`src/rtl/tdm_pkg.sv`:
```
package tdm_pkg;
   // bus lines besides the clock, carried through the synchronizer together
   typedef struct packed {
      logic fsync;
      logic addr;
      logic data;
   } tdm_lines_t;

   // edge events of the oversampled bus clock, one system cycle wide
   typedef struct packed {
      logic rise;
      logic fall;
   } tdm_edges_t;

   // marker bit that opens the address field of a driven slot
   localparam int unsigned TDM_MARK_BITS = 1;
endpackage

```
`src/rtl/tdm_sync.sv`:
```
module tdm_sync #(
   parameter int unsigned STAGES = 2
) (
   input  logic                 clk,
   input  logic                 rst_n,
   input  logic                 bclk_i,
   input  tdm_pkg::tdm_lines_t  lines_i,
   output tdm_pkg::tdm_lines_t  lines_o,
   output tdm_pkg::tdm_edges_t  edges_o
);
   localparam int unsigned W = 4;

   logic [W-1:0] stg [STAGES];
   logic         bclk_q;

   if (STAGES < 2) begin : g_bad_stages
      $error("tdm_sync: at least two synchronizer stages required");
   end

   for (genvar g = 0; g < STAGES; g++) begin : g_stage
      if (g == 0) begin : g_first
         always_ff @(posedge clk or negedge rst_n)
            if (!rst_n) stg[g] <= '0;
            else        stg[g] <= {bclk_i, lines_i};
      end else begin : g_next
         always_ff @(posedge clk or negedge rst_n)
            if (!rst_n) stg[g] <= '0;
            else        stg[g] <= stg[g-1];
      end
   end

   always_ff @(posedge clk or negedge rst_n)
      if (!rst_n) bclk_q <= 1'b0;
      else        bclk_q <= stg[STAGES-1][W-1];

   assign lines_o      = stg[STAGES-1][W-2:0];
   assign edges_o.rise =  stg[STAGES-1][W-1] & ~bclk_q;
   assign edges_o.fall = ~stg[STAGES-1][W-1] &  bclk_q;
endmodule

```
`src/rtl/tdm_clkgen.sv`:
```
module tdm_clkgen #(
   parameter int unsigned HALF_DIV   = 4,
   parameter int unsigned FRAME_BITS = 129
) (
   input  logic clk,
   input  logic rst_n,
   input  logic run,
   output logic bclk_o,
   output logic fsync_o
);
   localparam int unsigned DIV_W = $clog2(HALF_DIV + 1);
   localparam int unsigned FB_W  = $clog2(FRAME_BITS);

   logic [DIV_W-1:0] div_q;
   logic [FB_W-1:0]  bit_q;
   logic             bclk_q, fs_q;

   always_ff @(posedge clk or negedge rst_n) begin
      if (!rst_n) begin
         div_q  <= '0;
         bit_q  <= '0;
         bclk_q <= 1'b0;
         fs_q   <= 1'b0;
      end else if (!run) begin
         div_q  <= '0;
         bit_q  <= '0;
         bclk_q <= 1'b0;
         fs_q   <= 1'b0;
      end else if (div_q == DIV_W'(HALF_DIV - 1)) begin
         div_q  <= '0;
         bclk_q <= ~bclk_q;
         if (!bclk_q) begin
            // rising edge: frame marker occupies bit time 0 of the frame
            fs_q  <= (bit_q == '0);
            bit_q <= (bit_q == FB_W'(FRAME_BITS - 1)) ? '0 : bit_q + 1'b1;
         end
      end else begin
         div_q <= div_q + 1'b1;
      end
   end

   assign bclk_o  = bclk_q;
   assign fsync_o = fs_q;

   AST_FSYNC_ON_RISE: assert property (@(posedge clk) disable iff (!rst_n)
      $rose(fs_q) |-> $rose(bclk_q));
   AST_SLAVE_SILENT: assert property (@(posedge clk) disable iff (!rst_n)
      !run |=> (!bclk_q && !fs_q));
endmodule

```
`src/rtl/tdm_tx.sv`:
```
module tdm_tx #(
   parameter int unsigned WORD_W = 16,
   parameter int unsigned ADDR_W = 3,
   parameter int unsigned BIT_W  = 4
) (
   input  logic              clk,
   input  logic              rst_n,
   input  logic              load,
   input  logic              own_now,
   input  logic [BIT_W-1:0]  cur_bit,
   input  logic [ADDR_W-1:0] my_addr,
   input  logic              tx_we,
   input  logic [WORD_W-1:0] tx_wdata,
   output logic              tx_full,
   output logic              tx_underrun,
   output logic              tx_empty_irq,
   output logic              addr_o,
   output logic              addr_oe,
   output logic              data_o,
   output logic              data_oe
);
   localparam int unsigned PAD_W = WORD_W - ADDR_W - tdm_pkg::TDM_MARK_BITS;

   logic [WORD_W-1:0] buf_q, word_q, addr_pat;
   logic              full_q, und_q, irq_q;
   logic [BIT_W-1:0]  msb_idx;

   always_ff @(posedge clk or negedge rst_n) begin
      if (!rst_n) begin
         buf_q  <= '0;
         word_q <= '0;
         full_q <= 1'b0;
         und_q  <= 1'b0;
         irq_q  <= 1'b0;
      end else begin
         irq_q <= 1'b0;
         if (load) begin
            if (full_q) begin
               word_q <= buf_q;
               irq_q  <= 1'b1;
            end else begin
               word_q <= '0;
               und_q  <= 1'b1;
            end
         end
         if (tx_we) begin
            buf_q  <= tx_wdata;
            full_q <= 1'b1;
            if (!(load && !full_q)) und_q <= 1'b0;
         end else if (load) begin
            full_q <= 1'b0;
         end
      end
   end

   // marker, identity MSB first, then zero padding for the rest of the slot
   assign addr_pat = {1'b1, my_addr, {PAD_W{1'b0}}};
   assign msb_idx  = ~cur_bit;

   assign addr_oe      = own_now;
   assign data_oe      = own_now;
   assign addr_o       = own_now & addr_pat[msb_idx];
   assign data_o       = own_now & word_q[msb_idx];
   assign tx_full      = full_q;
   assign tx_underrun  = und_q;
   assign tx_empty_irq = irq_q;

   AST_UNDERRUN_SENDS_ZERO: assert property (@(posedge clk) disable iff (!rst_n)
      $rose(und_q) |-> (data_oe && !data_o));
   AST_EMPTY_IRQ_PULSE: assert property (@(posedge clk) disable iff (!rst_n)
      irq_q |=> !irq_q);
   AST_EMPTY_IRQ_DRAINS: assert property (@(posedge clk) disable iff (!rst_n)
      (irq_q && !$past(tx_we)) |-> !full_q);
endmodule

```
`src/rtl/tdm_rx.sv`:
```
module tdm_rx #(
   parameter int unsigned WORD_W = 16,
   parameter int unsigned ADDR_W = 3,
   parameter int unsigned BIT_W  = 4,
   parameter int unsigned SLOTS  = 8
) (
   input  logic              clk,
   input  logic              rst_n,
   input  logic              sample,
   input  logic [BIT_W-1:0]  cur_bit,
   input  logic              addr_in,
   input  logic              data_in,
   input  logic [SLOTS-1:0]  rx_mask,
   input  logic              rx_rd,
   output logic              rx_full,
   output logic [WORD_W-1:0] rx_word,
   output logic [ADDR_W-1:0] rx_src,
   output logic              rx_full_irq
);
   logic              mark_q, full_q, irq_q;
   logic [ADDR_W-1:0] src_sh, src_q;
   logic [WORD_W-1:0] sh_q, word_q;
   logic              take;

   assign take = sample && (&cur_bit) && mark_q && rx_mask[src_sh];

   always_ff @(posedge clk or negedge rst_n) begin
      if (!rst_n) begin
         mark_q <= 1'b0;
         src_sh <= '0;
         sh_q   <= '0;
         src_q  <= '0;
         word_q <= '0;
         full_q <= 1'b0;
         irq_q  <= 1'b0;
      end else begin
         irq_q <= 1'b0;
         if (sample) begin
            sh_q <= {sh_q[WORD_W-2:0], data_in};
            if (cur_bit == '0)
               mark_q <= addr_in;
            else if (cur_bit <= BIT_W'(ADDR_W))
               src_sh <= {src_sh[ADDR_W-2:0], addr_in};
         end
         if (take) begin
            word_q <= {sh_q[WORD_W-2:0], data_in};
            src_q  <= src_sh;
            full_q <= 1'b1;
            irq_q  <= 1'b1;
         end else if (rx_rd) begin
            full_q <= 1'b0;
         end
      end
   end

   assign rx_full     = full_q;
   assign rx_word     = word_q;
   assign rx_src      = src_q;
   assign rx_full_irq = irq_q;

   AST_IRQ_WITH_FULL: assert property (@(posedge clk) disable iff (!rst_n)
      irq_q |-> full_q);
   AST_FULL_CLEARS_ON_READ: assert property (@(posedge clk) disable iff (!rst_n)
      $fell(full_q) |-> $past(rx_rd));
   AST_WORD_ONLY_ON_CAPTURE: assert property (@(posedge clk) disable iff (!rst_n)
      !irq_q |-> $stable(src_q));
endmodule

```
`src/rtl/tdm_node.sv`:
```
module tdm_node #(
   parameter int unsigned SLOTS       = 8,
   parameter int unsigned WORD_W      = 16,
   parameter int unsigned HALF_DIV    = 4,
   parameter int unsigned SYNC_STAGES = 2,
   parameter bit          MASTER_EN   = 1'b1
) (
   input  logic        clk,
   input  logic        rst_n,
   input  logic        is_master,
   input  logic [2:0]  my_addr,
   input  logic [7:0]  tx_mask,
   input  logic [7:0]  rx_mask,
   input  logic        tx_we,
   input  logic [15:0] tx_wdata,
   output logic        tx_full,
   output logic        tx_underrun,
   output logic        tx_empty_irq,
   input  logic        rx_rd,
   output logic        rx_full,
   output logic [15:0] rx_word,
   output logic [2:0]  rx_src,
   output logic        rx_full_irq,
   output logic        bclk_o,
   output logic        fsync_o,
   input  logic        bclk_i,
   input  logic        fsync_i,
   input  logic        addr_i,
   output logic        addr_o,
   output logic        addr_oe,
   input  logic        data_i,
   output logic        data_o,
   output logic        data_oe
);
   localparam int unsigned ADDR_W     = $clog2(SLOTS);
   localparam int unsigned BIT_W      = $clog2(WORD_W);
   localparam int unsigned POS_W      = ADDR_W + BIT_W;
   localparam int unsigned FRAME_BITS = SLOTS * WORD_W + 1;

   if ((1 << ADDR_W) != SLOTS || SLOTS < 4 || SLOTS != 8) begin : g_bad_slots
      $error("tdm_node: slot count must be eight to match the mask ports");
   end
   if ((1 << BIT_W) != WORD_W || WORD_W != 16) begin : g_bad_word
      $error("tdm_node: word width must be sixteen to match the data ports");
   end
   if (HALF_DIV < SYNC_STAGES + 1) begin : g_bad_div
      $error("tdm_node: bus clock half period too short for the synchronizer");
   end

   tdm_pkg::tdm_lines_t raw_l, ln;
   tdm_pkg::tdm_edges_t ev;

   assign raw_l = '{fsync: fsync_i, addr: addr_i, data: data_i};

   tdm_sync #(.STAGES(SYNC_STAGES)) u_sync (
      .clk     (clk),
      .rst_n   (rst_n),
      .bclk_i  (bclk_i),
      .lines_i (raw_l),
      .lines_o (ln),
      .edges_o (ev)
   );

   if (MASTER_EN) begin : g_master
      tdm_clkgen #(.HALF_DIV(HALF_DIV), .FRAME_BITS(FRAME_BITS)) u_gen (
         .clk     (clk),
         .rst_n   (rst_n),
         .run     (is_master),
         .bclk_o  (bclk_o),
         .fsync_o (fsync_o)
      );
   end else begin : g_follower
      assign bclk_o  = 1'b0;
      assign fsync_o = 1'b0;
   end

   // frame position: slot in the upper bits, bit time in the lower bits
   logic             active_q, start_q;
   logic [POS_W-1:0] pos_q;
   logic [ADDR_W-1:0] cur_slot, next_slot;
   logic [BIT_W-1:0]  cur_bit;
   logic              slot_start, own_now, load;

   always_ff @(posedge clk or negedge rst_n) begin
      if (!rst_n) begin
         active_q <= 1'b0;
         start_q  <= 1'b0;
         pos_q    <= '0;
      end else begin
         if (ev.fall && ln.fsync) start_q <= 1'b1;
         if (ev.rise) begin
            if (start_q) begin
               active_q <= 1'b1;
               pos_q    <= '0;
               start_q  <= 1'b0;
            end else if (active_q) begin
               if (&pos_q) active_q <= 1'b0;
               pos_q <= pos_q + 1'b1;
            end
         end
      end
   end

   assign cur_slot   = pos_q[POS_W-1:BIT_W];
   assign cur_bit    = pos_q[BIT_W-1:0];
   assign next_slot  = start_q ? '0 : cur_slot + 1'b1;
   assign slot_start = ev.rise && (start_q || (active_q && (&cur_bit) && !(&pos_q)));
   assign load       = slot_start && tx_mask[next_slot];
   assign own_now    = active_q && tx_mask[cur_slot];

   tdm_tx #(.WORD_W(WORD_W), .ADDR_W(ADDR_W), .BIT_W(BIT_W)) u_tx (
      .clk          (clk),
      .rst_n        (rst_n),
      .load         (load),
      .own_now      (own_now),
      .cur_bit      (cur_bit),
      .my_addr      (my_addr),
      .tx_we        (tx_we),
      .tx_wdata     (tx_wdata),
      .tx_full      (tx_full),
      .tx_underrun  (tx_underrun),
      .tx_empty_irq (tx_empty_irq),
      .addr_o       (addr_o),
      .addr_oe      (addr_oe),
      .data_o       (data_o),
      .data_oe      (data_oe)
   );

   tdm_rx #(.WORD_W(WORD_W), .ADDR_W(ADDR_W), .BIT_W(BIT_W), .SLOTS(SLOTS)) u_rx (
      .clk         (clk),
      .rst_n       (rst_n),
      .sample      (ev.fall && active_q),
      .cur_bit     (cur_bit),
      .addr_in     (ln.addr),
      .data_in     (ln.data),
      .rx_mask     (rx_mask),
      .rx_rd       (rx_rd),
      .rx_full     (rx_full),
      .rx_word     (rx_word),
      .rx_src      (rx_src),
      .rx_full_irq (rx_full_irq)
   );

   AST_DRIVE_ON_RISE: assert property (@(posedge clk) disable iff (!rst_n)
      !$past(ev.rise) |-> ($stable(data_o) && $stable(data_oe)));
   AST_EMPTY_IRQ_AT_SLOT: assert property (@(posedge clk) disable iff (!rst_n)
      tx_empty_irq |-> (addr_oe && addr_o));
endmodule

```
`config.mk`:
```
export PLATFORM = sky130hd
export DESIGN_NAME = tdm_node
export DESIGN_NICKNAME = d
export VERILOG_FILES = /design/src/rtl/tdm_pkg.sv /design/src/rtl/tdm_sync.sv /design/src/rtl/tdm_clkgen.sv /design/src/rtl/tdm_tx.sv /design/src/rtl/tdm_rx.sv /design/src/rtl/tdm_node.sv
export SDC_FILE = /design/constraint.sdc
export NUM_CORES = 1
export LEC_CHECK = 0
export BUFFER_PORTS_ARGS = -buffer_cell sky130_fd_sc_hd__buf_2
export CAP_MARGIN = 20
export CORE_AREA = 2 2 81 161
export CTS_BUF_LIST = sky130_fd_sc_hd__clkbuf_2 sky130_fd_sc_hd__clkbuf_4 sky130_fd_sc_hd__clkbuf_8
export DETAILED_ROUTE_END_ITERATION = 16
export DIE_AREA = 0 0 83 163
export PLACE_DENSITY_LB_ADDON = 0.3
export RECOVER_POWER = 25
export SYNTH_ARGS = -nofsm -noshare
export SYNTH_HDL_FRONTEND = slang
export SYNTH_HIERARCHICAL = 1
export SYNTH_SLANG_ARGS = --single-unit
```
`constraint.sdc`:
```
create_clock -name clk -period 2.1 [get_ports clk]
set_clock_uncertainty 0.05 [all_clocks]
set_input_delay 0.42 -clock clk [delete_from_list [all_inputs] [get_ports clk]]
set_output_delay 0.42 -clock clk [all_outputs]
set_load 0.05 [all_outputs]
```
# After elaboration in Yosys (flattened, before gate mapping)
# Index checks and enable logic that the tools add are counted.
[word_totals]
wordCells = 111
inputBits = 44
romBits = 0
memories = 0
output_inout_bits = 30
mem_bits_rw = 0
ff_bits = 106
latch_bits = 0
[op_classes]
order_cmp = 5
addsub = 4
shifts = 0
reduce_logical = 25
eq_ne = 4
n_bitwise = 9
muxes = 42
mul = 0
n_div = 0
[ops]
columns = ["op", "n"]
rows = [
  ["8-bit 2-to-1 mux", 4],
  ["1-bit 2-to-1 mux", 27],
  ["16-bit 2-to-1 mux", 1],
  ["7-bit 2-to-1 mux", 2],
  ["3-bit by 4-bit less-than comparator with 1-bit output, second input constant", 3],
  ["1-bit logical AND", 11],
  ["1-bit binary-select mux with 3-bit select", 3],
  ["3-bit 2-to-1 mux", 3],
  ["8-bit by 1-bit adder with 8-bit output, second input constant", 1],
  ["1-bit binary-select mux with 4-bit select", 2],
  ["8-bit == test, second input constant", 1],
  ["8-bit logical NOT", 1],
  ["7-bit by 1-bit adder with 7-bit output, second input constant", 1],
  ["7-bit AND reduction", 1],
  ["3-bit by 1-bit adder with 3-bit output, second input constant", 2],
  ["2-bit AND reduction", 3],
  ["2-bit nonzero test", 3],
  ["4-bit by 5-bit less-than comparator with 1-bit output, second input constant", 1],
  ["1-bit bitwise AND", 4],
  ["4-bit by 2-bit <= comparator with 1-bit output, second input constant", 1],
  ["4-bit logical NOT", 1],
  ["1-bit NOT", 4],
  ["4-bit NOT", 1],
  ["4-bit AND reduction", 1],
  ["6 further kinds", 7],
]

# Depth between registers and ports, before layout
[logic_depth]
word_depth = 9
ltp_mapped = 9
ltp_nobuf = 7

# Hierarchy
# The synthesis kept the hierarchy.
[modules_own_cells]
columns = ["mod", "area_per_inst_um2", "cells_each", "seq_area_each_um2", "instances"]
rows = [
  ["tdm_rx", 1697.9, 107, 1001.0, 1],
  ["tdm_tx", 1516.5, 128, 875.8, 1],
  ["tdm_node", 689.4, 74, 225.2, 1],
  ["tdm_clkgen", 665.6, 69, 325.3, 1],
  ["tdm_sync", 262.8, 14, 225.2, 1],
]

# Worst setup path after synthesis
# OpenSTA, ideal clock, no wires.
[synth_path]
kind = "reg-to-output"
from = "register pos_q[4]"
to = "output data_o"
arrival_time_ns = 2.434
path_stages_with_launch = 7
path_slack_ns = -0.804
required_ns = 1.630
n_path_buf = 1
path_cell_list = "dfrtp_1 buf_6 mux4_2 nand2_1 a21boi_1 nand2b_1 o32ai_1"
[synth_via]
elab_chain_cells = 4
[synth_lines]
columns = ["element", "line_no", "text"]
rows = [
  ["start: declaration", "tdm_node.sv:79", "logic [POS_W-1:0] pos_q;"],
  ["start signal: assignment", "tdm_node.sv:98", "pos_q <= pos_q + 1'b1;"],
  ["1-bit binary-select mux with 3-bit select", "tdm_node.sv:109", "assign own_now = active_q && tx_mask[cur_slot];"],
  ["1-bit 2-to-1 mux (implied by the code)", "tdm_node.sv:109", ""],
  ["1-bit logical AND", "tdm_node.sv:109", ""],
  ["via own_now", "tdm_node.sv:82", "logic slot_start, own_now, load;"],
  ["1-bit bitwise AND", "tdm_tx.sv:63", "assign data_o = own_now & word_q[msb_idx];"],
  ["end: declaration", "tdm_node.sv:32", "output logic data_o,"],
]
# The timed path passes the listed nets, and every way through them passes these cells. The select of a mux whose other input is x is not followed.

# Worst setup path in the final report
[layout_path]
from = "register pos_q[4]"
to = "output data_o"
[layout_via]
elab_chain_cells = 4
[layout_lines]
columns = ["element", "line_no"]
rows = [
  ["1-bit binary-select mux with 3-bit select", "tdm_node.sv:109"],
  ["1-bit 2-to-1 mux (implied by the code)", "tdm_node.sv:109"],
  ["1-bit logical AND", "tdm_node.sv:109"],
  ["1-bit bitwise AND", "tdm_tx.sv:63"],
]
# No other way between the ends. The select of a mux whose other input is x is not followed.

==> summary.txt <==
share of power burned in registers: 0.478
share of synthesized area occupied by flip-flops and latches: 0.549
Data required, critical path: 1.63 ns
share of cells above drive strength 1: 0.413
global placement routability congestion: 0.794
RSZ-0062 raised after global routing: true
count of standard-cell rows: 58
setup slack, reg-to-reg: -0.29 ns
clock power share: 0.227
Routed met2 length: 4510 um
Overall Global Routing Usage: 0.140
drt pass-1 iters: 4
master cell of the clock root buffer: clkbuf_8
via count of the first global-routing pass: 3,205
areal power density over the cells: 975 mW/mm2
filler cell count: 1,177
Slew @ Worst Pin: 0.945 ns
netlist area before placement: 0.00483 mm2
number of nets with antenna violations after routing: 0
Sw Ratio: 0.320
cell type with the highest aggregate area in the netlist: dfrtp_1
hpwl dp: 6390 um
achievable clock frequency: 0.396 GHz
number of endpoints failing setup at the final stage: 23
Post-synth EDFFs: 0
final net count: 541
Remaining DRCs: 0
Die Outline Area: 0.0135 mm2
# H-tree levels: 3
core occupancy in the finished layout: 0.479
gate count after technology mapping: 392
worst vdd rail ir drop: 0.000805 V
final critical-path required period: 2.53 ns
Final Max Slew Viols: 0
final hold violations: 0
initial antenna violation count: 0
combinational share of power: 0.295
nature of the critical path endpoint: output pin
count of distinct cell types in the synthesized netlist: 56
post-route worst hold slack: 0.100 ns
Worst slew margin: 0.370
Routed met1 length: 4160 um
mean instance size in the synthesized netlist: 12.3 um2
leftover overflow at the end of global routing: 0
ranking of synthesized cells by instance count: dfrtp_1, mux2_2, inv_1
Chip Width: 83 um
top cell type's share of synthesized area: 0.549
violated checks: negative setup slack
type of the worst min-delay path: primary input to flip-flop
total power: 0.00579 W
TritonCTS Buffers: 9
Total Negative Setup Slacks: -5.56 ns
post-route non-filler standard cell count: 646
flip-flop and latch count after synthesis: 106
kind of start point of the critical path: flip-flop
pin count of the biggest net entering global routing: 35
routed wire length: 9170 um
first-pass GRT wire length: 15,500 um
status: finished, violations left
PortBufs: 73
maxcap violations: 0
most common cell in the synthesized netlist: dfrtp_1
number of placed I/O pins: 74
clock-pin slew on the worst setup and hold paths: 0.11 ns
maximum buffer depth of the clock tree: 2
arrival time at the worst endpoint: 2.06 ns
layout overhead on the synthesized area: 23.0%
internal power component: 0.00394 W
drt wl/cell: 14.2 um
Main synth FF type: dfrtp_1
violation count after the first detailed-routing iteration: 118
async set-reset flop share out of synthesis: 1.00
clock sink count: 106
Starting Density: 0.389
top layer reached by signal wires: met4
net count after synthesis: 442
clock latency reported for the late side of the worst-skew pair: 0.37 ns
diode insertion count for antenna repair: 0
TritonCTS clock tree: yes
vias per std cell: 5.00
core box area: 0.0124 mm2
kind of critical path: flip-flop to output pin
net switching component of the power: 0.00185 W
die outline height: 163 um
Final period util: 1.20
largest fanout on the critical path: 4
vias after detailed routing: 3,228
length of routed met3 wiring: 354 um
most area-consuming cells after synthesis: dfrtp_1, mux2_2, mux2_4
instance count after placement with tap cells included: 620
Leak: 2.82 nW
least setup slack across all paths after layout: -0.427 ns
Synthesis Warnings: 6
-- power by group through the flow --
stage | combinational [W] | clock, W | sequential [W]
floorplan | 0.00112 | 0 | 0.00275
global placement | 0.00147 | 0 | 0.00280
detailed placement | 0.00149 | 0 | 0.00281
CTS | 0.00163 | 0.00138 | 0.00277
global route | 0.00188 | 0.00145 | 0.00284
finish | 0.00171 | 0.00131 | 0.00277
-- cells in the final DEF (no fill, tap or decap), types with 7 or more instances in the layout --
cell      synthesis  routed
inv_1            28      27
nand3_1          19      16
clkbuf_8          0      10
buf_4             6      26
o21ai_1           0      13
mux2_2           34      34
buf_6             6       8
o22ai_1           7       7
mux2_4           18      18
mux2i_1          13      13
a21oi_1          13      12
dfrtp_1         106     104
nor2_1           15      14
nand2_1          24      22
buf_2             7      67
-- final cells by class --
cell class | instances | area (um2) | share of cell area
Multi-Input combinational cell | 234 | 2000 | 0.337
Clock buffer | 10 | 138 | 0.0232
Clock inverter | 6 | 72.6 | 0.0122
Tap cell | 150 | 188 | 0.0316
Inverter | 29 | 114 | 0.0192
Timing Repair Buffer | 111 | 774 | 0.130
Sequential cell | 106 | 2660 | 0.447
-- metal layers --
metal  GRT usage  vias up
met5           0        -
met4      0.0529        0
met3      0.0309       10
met2       0.228       72
met1       0.184     1576
li1            -     1570
-- cells by family after synthesis --
group	count (synthesis)	share of synthesized area
and+or+nand+nor	93	0.0992
muxes	72	0.190
buffers and inverters	52	0.0562
DFF	106	0.549
xor gates and xnor gates	5	0.00906
adders and majority gates	6	0.0155
AOI/OAI and AO/OA	58	0.0810
-- repair_timing --
action	in CTS	in global routing
endpoints found under the setup margin	21	23
hold endpoints to repair	31	0
buffers inserted	4	3
gates cloned	2	0
pin swaps	5	6
hold buffers	1	0
gates resized for setup	31	25
-- stage by stage --
stage / setup WS, ns / area [um2]
after floorplan: -0.129 / 4850
after global placement: -0.185 / 5500
after detailed placement: -0.201 / 5500
after CTS: -0.448 / 5860
after global routing: -0.523 / 5940
final: -0.427 / 5940
-- registers in the layout (all words and copies together), names as in the netlist, 3 cells and up, named ones only --
register              count
u_tx/buf_q               16
u_rx/rx_src               3
u_tx/word_q              16
u_sync/lines_o            3
g_master.u_gen/div_q      3
u_sync/stg                5
u_rx/src_sh               3
u_rx/sh_q                15
g_master.u_gen/bit_q      8
pos_q                     7
u_rx/rx_word             16
-- path summary, 6_finish.rpt --
| kind | from | endpoint | cells after the start |
|---|---|---|---|
| worst max-delay path | pos_q[4] | data_o | 6 |
| worst min-delay path | fsync_i | u_sync/stg[6] | 1 |
| worst max register to register | pos_q[4] | u_tx/word_q[12] | 10 |
| worst min register to register | u_sync/stg[6] | u_sync/lines_o[2] | 0 |
| max in group asynchronous | rst_n | u_tx/buf_q[8] | 3 |
| min in group asynchronous | rst_n | u_rx/mark_q | 2 |
-- critical path, cell delays in order, from the launching register on --
cell      delay, ns
dfrtp_2        0.45
mux4_2         0.35
nand2_2        0.06
a21boi_4       0.20
nand2b_1       0.12
o32ai_4        0.30
buf_6          0.20
(Power assumes the default switching activity.)
